==> src/rtl/spi_irq_pkg.sv <==
package spi_irq_pkg;
  localparam int NBITS = 7;
  localparam logic [7:0] OFS_STAT = 8'h04;
  localparam logic [7:0] OFS_IEN  = 8'h08;
  localparam logic [7:0] OFS_IDIS = 8'h0C;
  localparam logic [7:0] OFS_IMSK = 8'h10;
  localparam logic [7:0] OFS_TXWM = 8'h28;
  localparam logic [7:0] OFS_RXWM = 8'h2C;
  localparam int B_RXOVF  = 0;
  localparam int B_TXLOW  = 2;
  localparam int B_TXFULL = 3;
  localparam int B_RXAVL  = 4;
  localparam int B_RXFULL = 5;
  localparam int B_TXUDF  = 6;
  localparam logic [NBITS-1:0] VALID_BITS = 7'b111_1101;
endpackage

==> src/rtl/spi_irq_level_flags.sv <==
module spi_irq_level_flags
  import spi_irq_pkg::*;
#(
  parameter int DEPTH = 64,
  parameter int LVL_W = $clog2(DEPTH + 1)
) (
  input  logic [LVL_W-1:0] tx_level,
  input  logic [LVL_W-1:0] rx_level,
  input  logic [LVL_W-1:0] tx_wm,
  input  logic [LVL_W-1:0] rx_wm,
  output logic [NBITS-1:0] lvl_bits
);
  localparam logic [LVL_W-1:0] FULL_CNT = LVL_W'(DEPTH);

  always_comb begin
    lvl_bits           = '0;
    lvl_bits[B_TXLOW]  = (tx_level < tx_wm);
    lvl_bits[B_TXFULL] = (tx_level == FULL_CNT);
    lvl_bits[B_RXAVL]  = (rx_level >= rx_wm);
    lvl_bits[B_RXFULL] = (rx_level == FULL_CNT);
  end
endmodule

==> src/rtl/spi_irq_sticky.sv <==
module spi_irq_sticky #(
  parameter int N = 2
) (
  input  logic         clk,
  input  logic         rst,
  input  logic [N-1:0] ev,
  input  logic [N-1:0] clr,
  output logic [N-1:0] q
);
  for (genvar i = 0; i < N; i++) begin : g_bit
    always_ff @(posedge clk) begin
      if (rst)         q[i] <= 1'b0;
      else if (ev[i])  q[i] <= 1'b1;
      else if (clr[i]) q[i] <= 1'b0;
    end
  end
endmodule

==> src/rtl/spi_irq_regs.sv <==
module spi_irq_regs
  import spi_irq_pkg::*;
#(
  parameter int DEPTH    = 64,
  parameter int LVL_W    = $clog2(DEPTH + 1),
  parameter int ADDR_W   = 8,
  parameter int DATA_W   = 32,
  parameter int TXWM_RST = 1,
  parameter int RXWM_RST = 32
) (
  input  logic              clk,
  input  logic              rst,
  input  logic              reg_wr,
  input  logic              reg_rd,
  input  logic [ADDR_W-1:0] reg_addr,
  input  logic [DATA_W-1:0] reg_wdata,
  output logic [DATA_W-1:0] reg_rdata,
  input  logic [LVL_W-1:0]  tx_level,
  input  logic [LVL_W-1:0]  rx_level,
  input  logic              rx_ovf_pulse,
  input  logic              tx_udf_pulse,
  output logic              irq
);
  localparam int USED_W = (LVL_W > NBITS) ? LVL_W : NBITS;

  logic wr_stat, wr_ien, wr_idis, wr_txwm, wr_rxwm;
  logic [NBITS-1:0] lvl_bits, status, mask_q;
  logic [1:0] sticky_q;
  logic [LVL_W-1:0] tx_wm_q, rx_wm_q;
  logic [DATA_W-1:0] rd_mux;
  logic unused_hi;

  assign unused_hi = ^reg_wdata[DATA_W-1:USED_W];

  assign wr_stat = reg_wr && (reg_addr == ADDR_W'(OFS_STAT));
  assign wr_ien  = reg_wr && (reg_addr == ADDR_W'(OFS_IEN));
  assign wr_idis = reg_wr && (reg_addr == ADDR_W'(OFS_IDIS));
  assign wr_txwm = reg_wr && (reg_addr == ADDR_W'(OFS_TXWM));
  assign wr_rxwm = reg_wr && (reg_addr == ADDR_W'(OFS_RXWM));

  spi_irq_level_flags #(.DEPTH(DEPTH), .LVL_W(LVL_W)) flags_i (
    .tx_level (tx_level),
    .rx_level (rx_level),
    .tx_wm    (tx_wm_q),
    .rx_wm    (rx_wm_q),
    .lvl_bits (lvl_bits)
  );

  spi_irq_sticky #(.N(2)) sticky_i (
    .clk (clk),
    .rst (rst),
    .ev  ({tx_udf_pulse, rx_ovf_pulse}),
    .clr ({wr_stat & reg_wdata[B_TXUDF], wr_stat & reg_wdata[B_RXOVF]}),
    .q   (sticky_q)
  );

  always_comb begin
    status          = lvl_bits;
    status[B_RXOVF] = sticky_q[0];
    status[B_TXUDF] = sticky_q[1];
  end

  always_ff @(posedge clk) begin
    if (rst)          mask_q <= '0;
    else if (wr_ien)  mask_q <= mask_q | (reg_wdata[NBITS-1:0] & VALID_BITS);
    else if (wr_idis) mask_q <= mask_q & ~reg_wdata[NBITS-1:0];
  end

  always_ff @(posedge clk) begin
    if (rst) begin
      tx_wm_q <= LVL_W'(TXWM_RST);
      rx_wm_q <= LVL_W'(RXWM_RST);
    end else begin
      if (wr_txwm) tx_wm_q <= reg_wdata[LVL_W-1:0];
      if (wr_rxwm) rx_wm_q <= reg_wdata[LVL_W-1:0];
    end
  end

  always_comb begin
    rd_mux = '0;
    if (reg_addr == ADDR_W'(OFS_STAT))      rd_mux = DATA_W'(status);
    else if (reg_addr == ADDR_W'(OFS_IMSK)) rd_mux = DATA_W'(mask_q);
    else if (reg_addr == ADDR_W'(OFS_TXWM)) rd_mux = DATA_W'(tx_wm_q);
    else if (reg_addr == ADDR_W'(OFS_RXWM)) rd_mux = DATA_W'(rx_wm_q);
  end

  always_ff @(posedge clk) begin
    if (rst)         reg_rdata <= '0;
    else if (reg_rd) reg_rdata <= rd_mux;
  end

  always_ff @(posedge clk) begin
    if (rst) irq <= 1'b0;
    else     irq <= |(status & mask_q);
  end
endmodule

==> config.mk <==
export PLATFORM = sky130hd
export DESIGN_NAME = spi_irq_regs
export DESIGN_NICKNAME = d
export VERILOG_FILES = /design/src/rtl/spi_irq_pkg.sv /design/src/rtl/spi_irq_level_flags.sv /design/src/rtl/spi_irq_sticky.sv /design/src/rtl/spi_irq_regs.sv
export SDC_FILE = /design/constraint.sdc
export NUM_CORES = 1
export LEC_CHECK = 0
export ABC_AREA = 1
export CORE_ASPECT_RATIO = 1.5
export CORE_UTILIZATION = 31
export DETAILED_ROUTE_END_ITERATION = 7
export GPL_TIMING_DRIVEN = 1
export HOLD_SLACK_MARGIN = 0.08
export PLACE_DENSITY_LB_ADDON = 0.12
export SYNTH_ARGS = -nofsm -noshare
export SYNTH_HDL_FRONTEND = slang
export SYNTH_SLANG_ARGS = --single-unit
==> constraint.sdc <==
create_clock -name clk -period 1.3 [get_ports clk]
set_input_delay 0.26 -clock clk [delete_from_list [all_inputs] [get_ports clk]]
set_output_delay 0.26 -clock clk [all_outputs]
set_load 0.02 [all_outputs]
==> run summary <==
Status -> finished, violations left
Failing checks -> design-rule violations, negative setup slack
Max-Cap Viols -> 0
Gr ovfl total -> 0
Pwr Density -> 681 nW/um^2
Growth of design area from synthesis to finish -> 51.8%
GR Util met1 -> 19.9%
CTS clk-pin slew, worst paths -> 0.06 ns
CTS tree -> built
Hold Fails Final Rpt -> 0
CP Max Fanout -> 2
Final HPWL DP -> 5010 um
R2R Setup Slk -> -0.05 ns
Synthesized area -> 2210 um^2
DP Worst Slack -> -0.532 ns
Cell variety after synth -> 23
Worst Hold Class -> register to register
Worst Path Arrival -> 1.53 ns
Num rows -> 37
Max VDD drop -> 462 uV
Clk sink count -> 31
Clk Latency, worst-skew pair -> 0.28 ns
DR vias/cell -> 4.57
Pleak -> 1.57 nW
Final-report setup violation count -> 1
TritonCTS Buffers -> 5
Final net count -> 500
Post-synthesis cell count -> 336
Initial core utilization -> 32.1%
Critical Path RT -> 1.48 ns
Port bufs -> 42
Global-route met2 utilization -> 33.7%
WL final -> 6190 um
Full die area -> 7480 um^2
Synthesized area per cell -> 6.58 um^2
Post-layout min period -> 1.35 ns
GR peak layer -> met2
Crit path capture type -> register
Largest net degree at the start of global routing -> 18
Power, Total -> 2.29 mW
Placed instance area -> 2960 um^2
Slew Viols, Final -> 0
Htree depth -> 2
Top cell type's share of synthesized area -> 28.1%
Critical path class -> register to register
Initial antenna violation count -> 0
1st-pass router iterations -> 8
First-pass GRT wire length -> 10,200 um
Cts hold-fix bufs -> 0
DR DRC count -> 7
I/O pins -> 93
Vias in the first global route -> 2,179
GRT Util Overall -> 17.7%
Startpoint Class -> register
Final Worst Setup Slack -> -0.0481 ns
Top cells by area, synth -> dfxtp_1, nand2_1, inv_1
Largest area contributor in the netlist -> dfxtp_1
Sequential share of the synthesized area -> 28.1%
CTS root buf -> clkbuf_8
Core area -> 6900 um^2
GPL Wtd Cong -> 0.851
Post-route cell area -> 3360 um^2
Synth Warn # -> 0
Die width -> 71.0 um
Clock Path Buffers -> 2
Count of state elements after synthesis -> 31
Antenna Violating Nets Remaining -> 0
Unrepaired setup endpoints after global routing -> yes
Wire length per cell -> 12.2 um
Worst-case clock skew -> 0.00327 ns
F_max -> 742 MHz
Die H -> 105 um
Finished Layout Cells -> 506
Share of layout cells above drive strength 1 -> 35.5%
Met3 usage -> 1.91%
Ant. Diodes -> 0
Placed cells -> 493
Period Utilization, post-route -> 104%
WHS -> 0.479 ns
Vias -> 2,310
Fin Setup TNS -> -0.0481 ns
Final core occ -> 48.7%
1st-iter DRT viols -> 114
-- cell usage after synthesis --
cell and n:
nand2_1 71, inv_1 54, nand3_1 35, dfxtp_1 31, a21oi_1 28, nor2_1 27, buf_4 26, o21ai_0 18
ha_1 13, a21oi_2 5, nor2_2 5, nor2_4 5, nand2_2 3, o21ai_1 3, buf_6 2, clkbuf_1 2
o21ai_2 2, a31oi_1 1, conb_1 1, nand3b_1 1, nand4_2 1, nor3b_1 1, o211ai_1 1
-- placed cells by master, fill, tap and decap left out, types with 7 or more instances in the layout --
| cell | synthesis | routed |
|---|---|---|
| o21ai_0 | 18 | 16 |
| nor2_1 | 27 | 20 |
| nor2_4 | 5 | 7 |
| dlygate4sd2_1 | 0 | 29 |
| inv_1 | 54 | 38 |
| dfxtp_1 | 31 | 19 |
| clkbuf_8 | 0 | 7 |
| nand2_2 | 3 | 19 |
| buf_4 | 26 | 44 |
| clkdlybuf4s50_1 | 0 | 12 |
| a21oi_1 | 28 | 22 |
| a21oi_2 | 5 | 11 |
| dfxtp_2 | 0 | 12 |
| nand2_1 | 71 | 53 |
| inv_2 | 0 | 16 |
| conb_1 | 1 | 25 |
| ha_4 | 0 | 11 |
| nor2_2 | 5 | 10 |
| nand3_1 | 35 | 30 |
-- logic make-up (layout without fill, tap and decap cells) --
family	Yosys count	in the layout	synth area share, %
AO/OA/AOI/OAI	58	58	14.5
adder cells (fa/ha/maj)	13	13	7.35
buffers and inverters	84	152	19.3
flip-flops	31	31	28.1
other	1	25	0.170
AND/OR/NAND/NOR	149	149	30.6
-- final timing paths --
path	startpoint	endpoint	cells after the start
setup / recovery	rx_wm_q[5]$_SDFFE_PP1P_	irq$_SDFF_PP0_	10
hold / removal	reg_rdata[1]$_SDFFE_PP0P_	reg_rdata[1]$_SDFFE_PP0P_	2
setup reg to reg	rx_wm_q[5]$_SDFFE_PP1P_	irq$_SDFF_PP0_	10
hold reg to reg	reg_rdata[1]$_SDFFE_PP0P_	reg_rdata[1]$_SDFFE_PP0P_	2
-- layer usage --
layer,vias up,part of all wire [%]
met3,9,4.2
li1,1204,-
met2,79,54
met1,1018,40
met5,-,0
met4,0,2.4
-- worst max-delay path, cell delays in order, from the launching register on --
cell	delay (ns)
dfxtp_2	0.34
inv_2	0.05
ha_4	0.23
nand2_4	0.06
inv_2	0.04
a21oi_2	0.15
nand3_2	0.14
nand2_2	0.08
nand3_2	0.06
nand2_1	0.07
inv_1	0.03
-- timing repair --
action                     4_1_cts  5_1_grt
buffers inserted                 2        3
resized for setup               79       35
setup endpoints to repair       39       23
pin swaps                       34       21
-- report_power, final --
| part | switching, mW | internal [mW] | leakage (nW) |
|---|---|---|---|
| sequential | 0.00598 | 0.958 | 0.256 |
| clock | 0.355 | 0.483 | 0.0515 |
| combinational | 0.277 | 0.208 | 1.26 |
-- layout make-up --
| class | count | area [um^2] |
|---|---|---|
| sequential | 31 | 636 |
| fill | 721 | 3540 |
| inverter | 54 | 203 |
| timing repair buffer | 90 | 788 |
| clock buffer | 8 | 100 |
| tap | 78 | 97.6 |
| multi-input combinational | 245 | 1530 |
Power figures use the tool's default switching activity.
